File: src/rtl/nvm_ofs_pkg.sv
package nvm_ofs_pkg;
  localparam int NVM_W   = 8;
  localparam int OFS_W   = 16;
  localparam int SHIFT   = 3;
  localparam int N_AXES  = 3;
  localparam int N_SLOTS = 5;
  localparam int ADDR_W  = 3;
  localparam int AX_W    = 2;
  localparam int REM_W   = 4;

  // control register layout
  localparam int CTL_UNLOCK = 0;
  localparam int CTL_PROG   = 1;
  localparam int CTL_RDY    = 2;
  localparam int CTL_LOAD   = 3;

  localparam logic [ADDR_W-1:0] A_CTRL  = 3'd0;
  localparam logic [ADDR_W-1:0] A_SLOT0 = 3'd1;
  localparam logic [ADDR_W-1:0] A_SRST  = 3'd6;

  // stored byte -> internal offset (times 8, sign kept)
  function automatic logic [OFS_W-1:0] nvm2int(input logic [NVM_W-1:0] n);
    return {{(OFS_W-NVM_W-SHIFT){n[NVM_W-1]}}, n, {SHIFT{1'b0}}};
  endfunction

  // internal offset -> stored byte (drop low bits, keep sign)
  function automatic logic [NVM_W-1:0] int2nvm(input logic [OFS_W-1:0] v);
    return {v[OFS_W-1], v[SHIFT+NVM_W-2:SHIFT]};
  endfunction
endpackage

File: src/rtl/nvm_ofs_ctrl.sv
module nvm_ofs_ctrl
  import nvm_ofs_pkg::*;
#(
  parameter logic [REM_W-1:0] INIT_REMAIN = 4'hF
) (
  input  logic             clk,
  input  logic             rst_n,
  input  logic             nvm_rdy,
  input  logic             wr_ctrl_i,
  input  logic             srst_i,
  input  logic [NVM_W-1:0] wdata_i,
  output logic             load_o,
  output logic             prog_o,
  output logic [NVM_W-1:0] ctrl_rd_o
);
  logic             rdy_q;
  logic             unlock_q, unlock_d, unlock_en;
  logic [REM_W-1:0] remain_q, remain_d;
  logic             remain_en;

  always_comb begin
    load_o    = wr_ctrl_i & rdy_q & wdata_i[CTL_LOAD];
    prog_o    = wr_ctrl_i & rdy_q & wdata_i[CTL_PROG] & unlock_q & (remain_q != '0);
    unlock_en = wr_ctrl_i | srst_i;
    unlock_d  = srst_i ? 1'b0 : wdata_i[CTL_UNLOCK];
    remain_en = prog_o;
    remain_d  = remain_q - 1'b1;
    ctrl_rd_o = '0;
    ctrl_rd_o[NVM_W-1:NVM_W-REM_W] = remain_q;
    ctrl_rd_o[CTL_RDY]    = rdy_q;
    ctrl_rd_o[CTL_UNLOCK] = unlock_q;
  end

  always_ff @(posedge clk or negedge rst_n) begin
    if (!rst_n) begin
      rdy_q    <= 1'b0;
      unlock_q <= 1'b0;
      remain_q <= INIT_REMAIN;
    end else begin
      rdy_q <= nvm_rdy;
      if (unlock_en) unlock_q <= unlock_d;
      if (remain_en) remain_q <= remain_d;
    end
  end

  AST_REMAIN_STEP: assert property (@(posedge clk) disable iff (!rst_n)
    (remain_q != $past(remain_q)) |-> (remain_q == $past(remain_q) - 1'b1));
  AST_LOCKED_NO_PROG: assert property (@(posedge clk) disable iff (!rst_n)
    (wr_ctrl_i && !unlock_q) |=> $stable(remain_q));
  AST_NOT_READY_HOLD: assert property (@(posedge clk) disable iff (!rst_n)
    (!rdy_q) |=> $stable(remain_q));
  AST_EMPTY_STAYS: assert property (@(posedge clk) disable iff (!rst_n)
    (remain_q == '0) |=> (remain_q == '0));
endmodule

File: src/rtl/nvm_ofs_image.sv
module nvm_ofs_image
  import nvm_ofs_pkg::*;
#(
  parameter logic [N_SLOTS*NVM_W-1:0] INIT_IMAGE = '0
) (
  input  logic                     clk,
  input  logic                     rst_n,
  input  logic                     prog_i,
  input  logic [N_SLOTS*NVM_W-1:0] snap_i,
  output logic [N_SLOTS*NVM_W-1:0] image_o
);
  logic [N_SLOTS*NVM_W-1:0] image_q;

  for (genvar s = 0; s < N_SLOTS; s++) begin : g_slot
    logic [NVM_W-1:0] nxt;
    always_comb nxt = snap_i[s*NVM_W +: NVM_W];
    always_ff @(posedge clk or negedge rst_n) begin
      if (!rst_n)      image_q[s*NVM_W +: NVM_W] <= INIT_IMAGE[s*NVM_W +: NVM_W];
      else if (prog_i) image_q[s*NVM_W +: NVM_W] <= nxt;
    end
  end

  assign image_o = image_q;

  AST_IMAGE_HOLD: assert property (@(posedge clk) disable iff (!rst_n)
    (!prog_i) |=> $stable(image_q));
endmodule

File: src/rtl/nvm_ofs_live.sv
module nvm_ofs_live
  import nvm_ofs_pkg::*;
#(
  parameter logic [N_SLOTS*NVM_W-1:0] INIT_IMAGE = '0
) (
  input  logic                     clk,
  input  logic                     rst_n,
  input  logic                     restore_i,
  input  logic [N_SLOTS*NVM_W-1:0] image_i,
  input  logic [N_SLOTS-1:0]       wr_slot_i,
  input  logic                     wr_any_i,
  input  logic [NVM_W-1:0]         wdata_i,
  input  logic                     cal_valid_i,
  input  logic [AX_W-1:0]          cal_axis_i,
  input  logic [OFS_W-1:0]         cal_value_i,
  output logic [N_SLOTS*NVM_W-1:0] live_o,
  output logic [N_AXES*OFS_W-1:0]  ofs_o
);
  logic [N_SLOTS*NVM_W-1:0] live_q;
  logic [N_AXES*OFS_W-1:0]  ofs_q;

  for (genvar s = 0; s < N_SLOTS; s++) begin : g_slot
    logic [NVM_W-1:0] img, nxt;
    logic             en;
    logic             cal_take;
    logic [OFS_W-1:0] ofs_nxt;

    always_comb img = image_i[s*NVM_W +: NVM_W];

    if (s < N_AXES) begin : g_axis
      always_comb begin
        cal_take = cal_valid_i & ~wr_any_i & (cal_axis_i == AX_W'(s));
        en       = restore_i | wr_slot_i[s] | cal_take;
        if (restore_i)         nxt = img;
        else if (wr_slot_i[s]) nxt = wdata_i;
        else                   nxt = int2nvm(cal_value_i);
        if (restore_i)         ofs_nxt = nvm2int(img);
        else if (wr_slot_i[s]) ofs_nxt = nvm2int(wdata_i);
        else                   ofs_nxt = cal_value_i;
      end
      always_ff @(posedge clk or negedge rst_n) begin
        if (!rst_n)  ofs_q[s*OFS_W +: OFS_W] <= nvm2int(INIT_IMAGE[s*NVM_W +: NVM_W]);
        else if (en) ofs_q[s*OFS_W +: OFS_W] <= ofs_nxt;
      end
    end else begin : g_gp
      always_comb begin
        cal_take = 1'b0;
        ofs_nxt  = '0;
        en       = restore_i | wr_slot_i[s];
        nxt      = restore_i ? img : wdata_i;
      end
    end

    always_ff @(posedge clk or negedge rst_n) begin
      if (!rst_n)  live_q[s*NVM_W +: NVM_W] <= INIT_IMAGE[s*NVM_W +: NVM_W];
      else if (en) live_q[s*NVM_W +: NVM_W] <= nxt;
    end
  end

  assign live_o = live_q;
  assign ofs_o  = ofs_q;

  AST_CAL_BAD_AXIS: assert property (@(posedge clk) disable iff (!rst_n)
    (cal_valid_i && !wr_any_i && (cal_axis_i >= AX_W'(N_AXES))) |=> $stable(ofs_q));
  AST_CAL_BLOCKED: assert property (@(posedge clk) disable iff (!rst_n)
    (cal_valid_i && wr_any_i && (wr_slot_i == '0) && !restore_i) |=> $stable(ofs_q));
endmodule

File: src/rtl/nvm_ofs_shadow.sv
module nvm_ofs_shadow
  import nvm_ofs_pkg::*;
#(
  parameter logic [N_SLOTS*NVM_W-1:0] INIT_IMAGE  = {8'hA7, 8'h3C, 8'h80, 8'hFE, 8'h05},
  parameter logic [REM_W-1:0]         INIT_REMAIN = 4'hF,
  parameter logic [NVM_W-1:0]         SRST_CODE   = 8'hA5
) (
  input  logic                    clk,
  input  logic                    rst_n,
  input  logic                    wr_en,
  input  logic [ADDR_W-1:0]       addr,
  input  logic [NVM_W-1:0]        wdata,
  output logic [NVM_W-1:0]        rdata,
  input  logic                    nvm_rdy,
  input  logic                    cal_valid,
  input  logic [AX_W-1:0]         cal_axis,
  input  logic [OFS_W-1:0]        cal_value,
  output logic [N_AXES*OFS_W-1:0] ofs_int
);
  logic [1:0] rst_sync_q;
  logic       rst_i_n;

  always_ff @(posedge clk or negedge rst_n) begin
    if (!rst_n) rst_sync_q <= '0;
    else        rst_sync_q <= {rst_sync_q[0], 1'b1};
  end
  assign rst_i_n = rst_sync_q[1];

  logic                     wr_ctrl, wr_srst, load, prog;
  logic [N_SLOTS-1:0]       wr_slot;
  logic [NVM_W-1:0]         ctrl_rd;
  logic [N_SLOTS*NVM_W-1:0] image, live, snap;

  always_comb begin
    wr_ctrl = wr_en & (addr == A_CTRL);
    wr_srst = wr_en & (addr == A_SRST) & (wdata == SRST_CODE);
    for (int s = 0; s < N_SLOTS; s++)
      wr_slot[s] = wr_en & (addr == A_SLOT0 + ADDR_W'(s));
    snap = load ? image : live;
  end

  nvm_ofs_ctrl #(.INIT_REMAIN(INIT_REMAIN)) u_ctrl (
    .clk(clk), .rst_n(rst_i_n), .nvm_rdy(nvm_rdy),
    .wr_ctrl_i(wr_ctrl), .srst_i(wr_srst), .wdata_i(wdata),
    .load_o(load), .prog_o(prog), .ctrl_rd_o(ctrl_rd)
  );

  nvm_ofs_image #(.INIT_IMAGE(INIT_IMAGE)) u_image (
    .clk(clk), .rst_n(rst_i_n), .prog_i(prog), .snap_i(snap), .image_o(image)
  );

  nvm_ofs_live #(.INIT_IMAGE(INIT_IMAGE)) u_live (
    .clk(clk), .rst_n(rst_i_n), .restore_i(load | wr_srst), .image_i(image),
    .wr_slot_i(wr_slot), .wr_any_i(wr_en), .wdata_i(wdata),
    .cal_valid_i(cal_valid), .cal_axis_i(cal_axis), .cal_value_i(cal_value),
    .live_o(live), .ofs_o(ofs_int)
  );

  always_comb begin
    rdata = '0;
    if (addr == A_CTRL) rdata = ctrl_rd;
    for (int s = 0; s < N_SLOTS; s++)
      if (addr == A_SLOT0 + ADDR_W'(s)) rdata = live[s*NVM_W +: NVM_W];
  end

  AST_LOAD_RESTORE: assert property (@(posedge clk) disable iff (!rst_i_n)
    load |=> (live == $past(image)));
  AST_SRST_RESTORE: assert property (@(posedge clk) disable iff (!rst_i_n)
    wr_srst |=> (live == $past(image)));
  AST_PROG_CAPTURE: assert property (@(posedge clk) disable iff (!rst_i_n)
    (prog && !load) |=> (image == $past(live)));
endmodule

File: config.mk
export PLATFORM = sky130hd
export DESIGN_NAME = nvm_ofs_shadow
export DESIGN_NICKNAME = d
export VERILOG_FILES = /design/src/rtl/nvm_ofs_pkg.sv /design/src/rtl/nvm_ofs_ctrl.sv /design/src/rtl/nvm_ofs_image.sv /design/src/rtl/nvm_ofs_live.sv /design/src/rtl/nvm_ofs_shadow.sv
export SDC_FILE = /design/constraint.sdc
export NUM_CORES = 1
export LEC_CHECK = 0
export BUFFER_PORTS_ARGS = -buffer_cell sky130_fd_sc_hd__clkbuf_2
export CAP_MARGIN = 20
export CORE_ASPECT_RATIO = 0.75
export CORE_UTILIZATION = 29
export DETAILED_ROUTE_END_ITERATION = 16
export GPL_TIMING_DRIVEN = 0
export PLACE_DENSITY_LB_ADDON = 0.15
export SYNTH_ARGS = -nofsm -noshare
export SYNTH_HDL_FRONTEND = slang
export SYNTH_SLANG_ARGS = --single-unit
export TNS_END_PERCENT = 10
File: constraint.sdc
create_clock -name clk -period 8.97 [get_ports clk]
set_input_delay 0 -clock clk [delete_from_list [all_inputs] [get_ports clk]]
set_output_delay 0 -clock clk [all_outputs]
set_load 0.02 [all_outputs]
==> qor.txt <==
Number of detailed-routing iterations run before antenna repair = 5
Max Cap Viol = 0
IO Port Bufs = 87
Fraction of the mapped netlist area in adder cells = 0.210%
Post-route cell area = 7140 um2
Vias after detailed routing = 4493
DRC viols = 0
Count of antenna diodes in the layout = 0
Total length of routed met3 wires = 860 um
Num rows = 45
Width of the chip = 168 um
Cell Count Post-Placement = 862
TritonCTS clock tree = built
Hold violation count in the final report = 0
Placed Instance Area = 6770 um2
Period minus WS final = 2.12 ns
Most common cell after layout, fill and taps aside = clkbuf_2
Yosys reg bits = 112
Fmax achieved = 471 MHz
CTS clock-pin slew for the worst setup and hold paths = 0.07 ns
Number of inserted filler cells in the final layout = 2008
Met2 wirelength from detailed routing = 7.94 mm
Number of setup violations in the final report = 0
Post-route non-filler standard cell count = 885
Mapped Cells = 515
Routed met1 length = 9.46 mm
First DRT Iteration DRCs = 334
Number of clock sinks seen by CTS = 112
Setup repair after global routing missed its margin = false
CTS H-tree lvls = 3
Pin count of the biggest net entering global routing = 57
Number of buffers created by CTS = 9
Post-route clock skew = 0.00835 ns
First-pass GRT wire length = 28.2 mm
Count of yosys warnings during synthesis = 0
Crit path capture type = flop
Commonest cells after routing, fill and taps aside = clkbuf_2 (87), dfrtp_1 (59), dfstp_2 (52)
Synthesis-to-finish area growth = 19.6%
Max VDD drop = 0.0000993 V
Multi-input gate area = 2710 um2
Proportion of layout cells with a drive suffix above 1 = 41.6%
Power density over the cells = 204 nW/um2
Worst-case clock buffer depth = 2
Compound-Gate Fraction of Synth Area = 13.6%
Outcome = finished clean
Main combinational cell family by area after synthesis = multiplexers
Via count of the first global-routing pass = 4563
Clock latency of the later-clocked register in the worst-skew pair = 0.35 ns
Height of the die = 126 um
Count of pins on the block boundary = 90
Routed length per placed instance = 20.8 um
Overall fraction of global-route tracks in use = 18.1%
Synth async-reset ratio = 100%
Data arrival time of the critical path = 2.36 ns
Congestion Overflow GR = 0
Synth Net Count = 550
Top layer reached by signal wires = met4
Sequential area share after synthesis = 48.0%
Area share of and/or/nand/nor cells after synthesis = 11.1%
Final Max Slew Viols = 0
Initial antenna violation count = 0
Sum of negative setup slack = 0 ns
Data required, critical path = 9.21 ns
Leakage component of the power = 0.00312 uW
Fin crit share = 23.7%
Number of flops mapped to enable cells by yosys = 0
Slew headroom = 34.6%
Core region area = 20200 um2
Critical path startpoint category = flop
Mux cell area share after synthesis = 19.8%
Unique masters post-synth = 58
Xor and xnor area share after synthesis = 0.440%
Post-CTS Setup Bufs = 0
Overall die area = 21200 um2
Average cell area after synthesis = 11.6 um2
Detail Route Antenna Nets = 0
Final weighted congestion in routability-driven placement = 0.837
Actual slew at the worst max-slew pin = 0.976 ns
Biggest fanout along the worst timing path = 10
Root cell of the clock tree = clkbuf_16
DR vias/cell = 5.08
Classification of the worst-slack hold path = in -> reg
Post-synthesis instance area = 5970 um2
Number of nets at the end of the flow = 657
Register area = 2870 um2
Classification of the worst setup path = reg -> reg
Leading register cell type out of synthesis = dfrtp_1
HPWL after detailed placement = 13.7 mm
Initial Utilization = 29.5%
Total wirelength of the detailed-routed design = 18.4 mm
-- timing repair --
| action | CTS | global route |
|---|---|---|
| gates resized for setup | 0 | 0 |
| hold buffers | 7 | 0 |
| hold endpoints to repair | 13 | 0 |
-- per-stage QoR --
step	power, uW	hold slack, ns	util, %	setup WS (ns)
after floorplan	916	-0.296	-	5.71
after global placement	1040	-0.214	33.3	4.30
after detailed placement	1050	-0.210	33.5	6.75
after CTS	1470	0.0185	35.3	6.84
after global routing	1530	0.0440	35.3	6.76
final	1460	0.0377	35.3	6.85
-- path summary, 6_finish.rpt --
check | startpoint | endpoint | slack (ns) | cells past startpoint
min in group asynchronous | rst_sync_q[1] | u_image.image_o[24] | 0.42 | 0
max in group asynchronous | rst_sync_q[1] | u_live.live_o[23] | 7.76 | 1
min | cal_value[11] | u_live.ofs_o[43] | 0.04 | 4
min reg2reg | rst_sync_q[0] | rst_sync_q[1] | 0.36 | 0
max reg2reg | u_ctrl.remain_q[0] | u_image.image_o[17] | 6.85 | 6
max | u_ctrl.remain_q[0] | u_image.image_o[17] | 6.85 | 6
-- critical path, cell delays in order, from the launching register on --
cell      delay [ns]
dfstp_2         0.56
inv_1           0.07
ha_1            0.24
a211oi_4        0.34
and2b_4         0.28
buf_8           0.20
mux2_4          0.32
-- synth_stat cells (all sizes together), types with 8 or more instances --
cell type | count | area share (%)
clkbuf | 12 | 0.75
mux2 | 56 | 13
nor2 | 32 | 2.1
o21ai | 39 | 3.3
a22o | 13 | 1.9
a21oi | 17 | 1.4
dfrtp | 60 | 25
dfstp | 52 | 23
mux2i | 40 | 6.7
nor3 | 27 | 2.3
o22a | 12 | 1.8
buf | 47 | 5.8
a22oi | 8 | 1.0
nand2 | 25 | 1.6
-- cell type report --
class,instances,area share (%)
Buffer,59,5.46
Clock buffer,14,3.70
Clock inverter,2,0.525
Inverter,3,0.158
Multi-Input combinational cell,341,37.9
Sequential cell,112,40.2
Tap cell,258,4.52
Timing Repair Buffer,96,7.53
-- where the power goes --
group | total [uW] | internal [uW] | switching [uW]
Combinational | 354 | 165 | 188
Clock | 414 | 233 | 182
Sequential | 690 | 611 | 79.2
-- layer usage --
metal | GRT usage [%] | vias to the layer above
li1 | - | 2071
met1 | 27.1 | 2280
met2 | 26.4 | 128
met3 | 3.39 | 14
met4 | 4.48 | 0
met5 | 0 | -
-- sequential cells by signal, summed over array words and instances (netlist names) --
register and count:
u_ctrl.remain_q 4, u_live.live_o 32, rst_sync_q 2, u_image.image_o 40, u_ctrl.rdy_q 1, u_live.ofs_o 32
u_ctrl.unlock_q 1
-- kinds of logic (layout without fill, tap and decap cells) --
group,after synthesis,in the layout
AOI/OAI and AO/OA,117,117
xor gates and xnor gates,3,3
adders and majority gates,1,1
buffers and inverters,62,174
DFF,112,112
muxes,96,96
other,1,1
and+or+nand+nor,123,123
No activity file was read; power rests on OpenSTA's default activity.
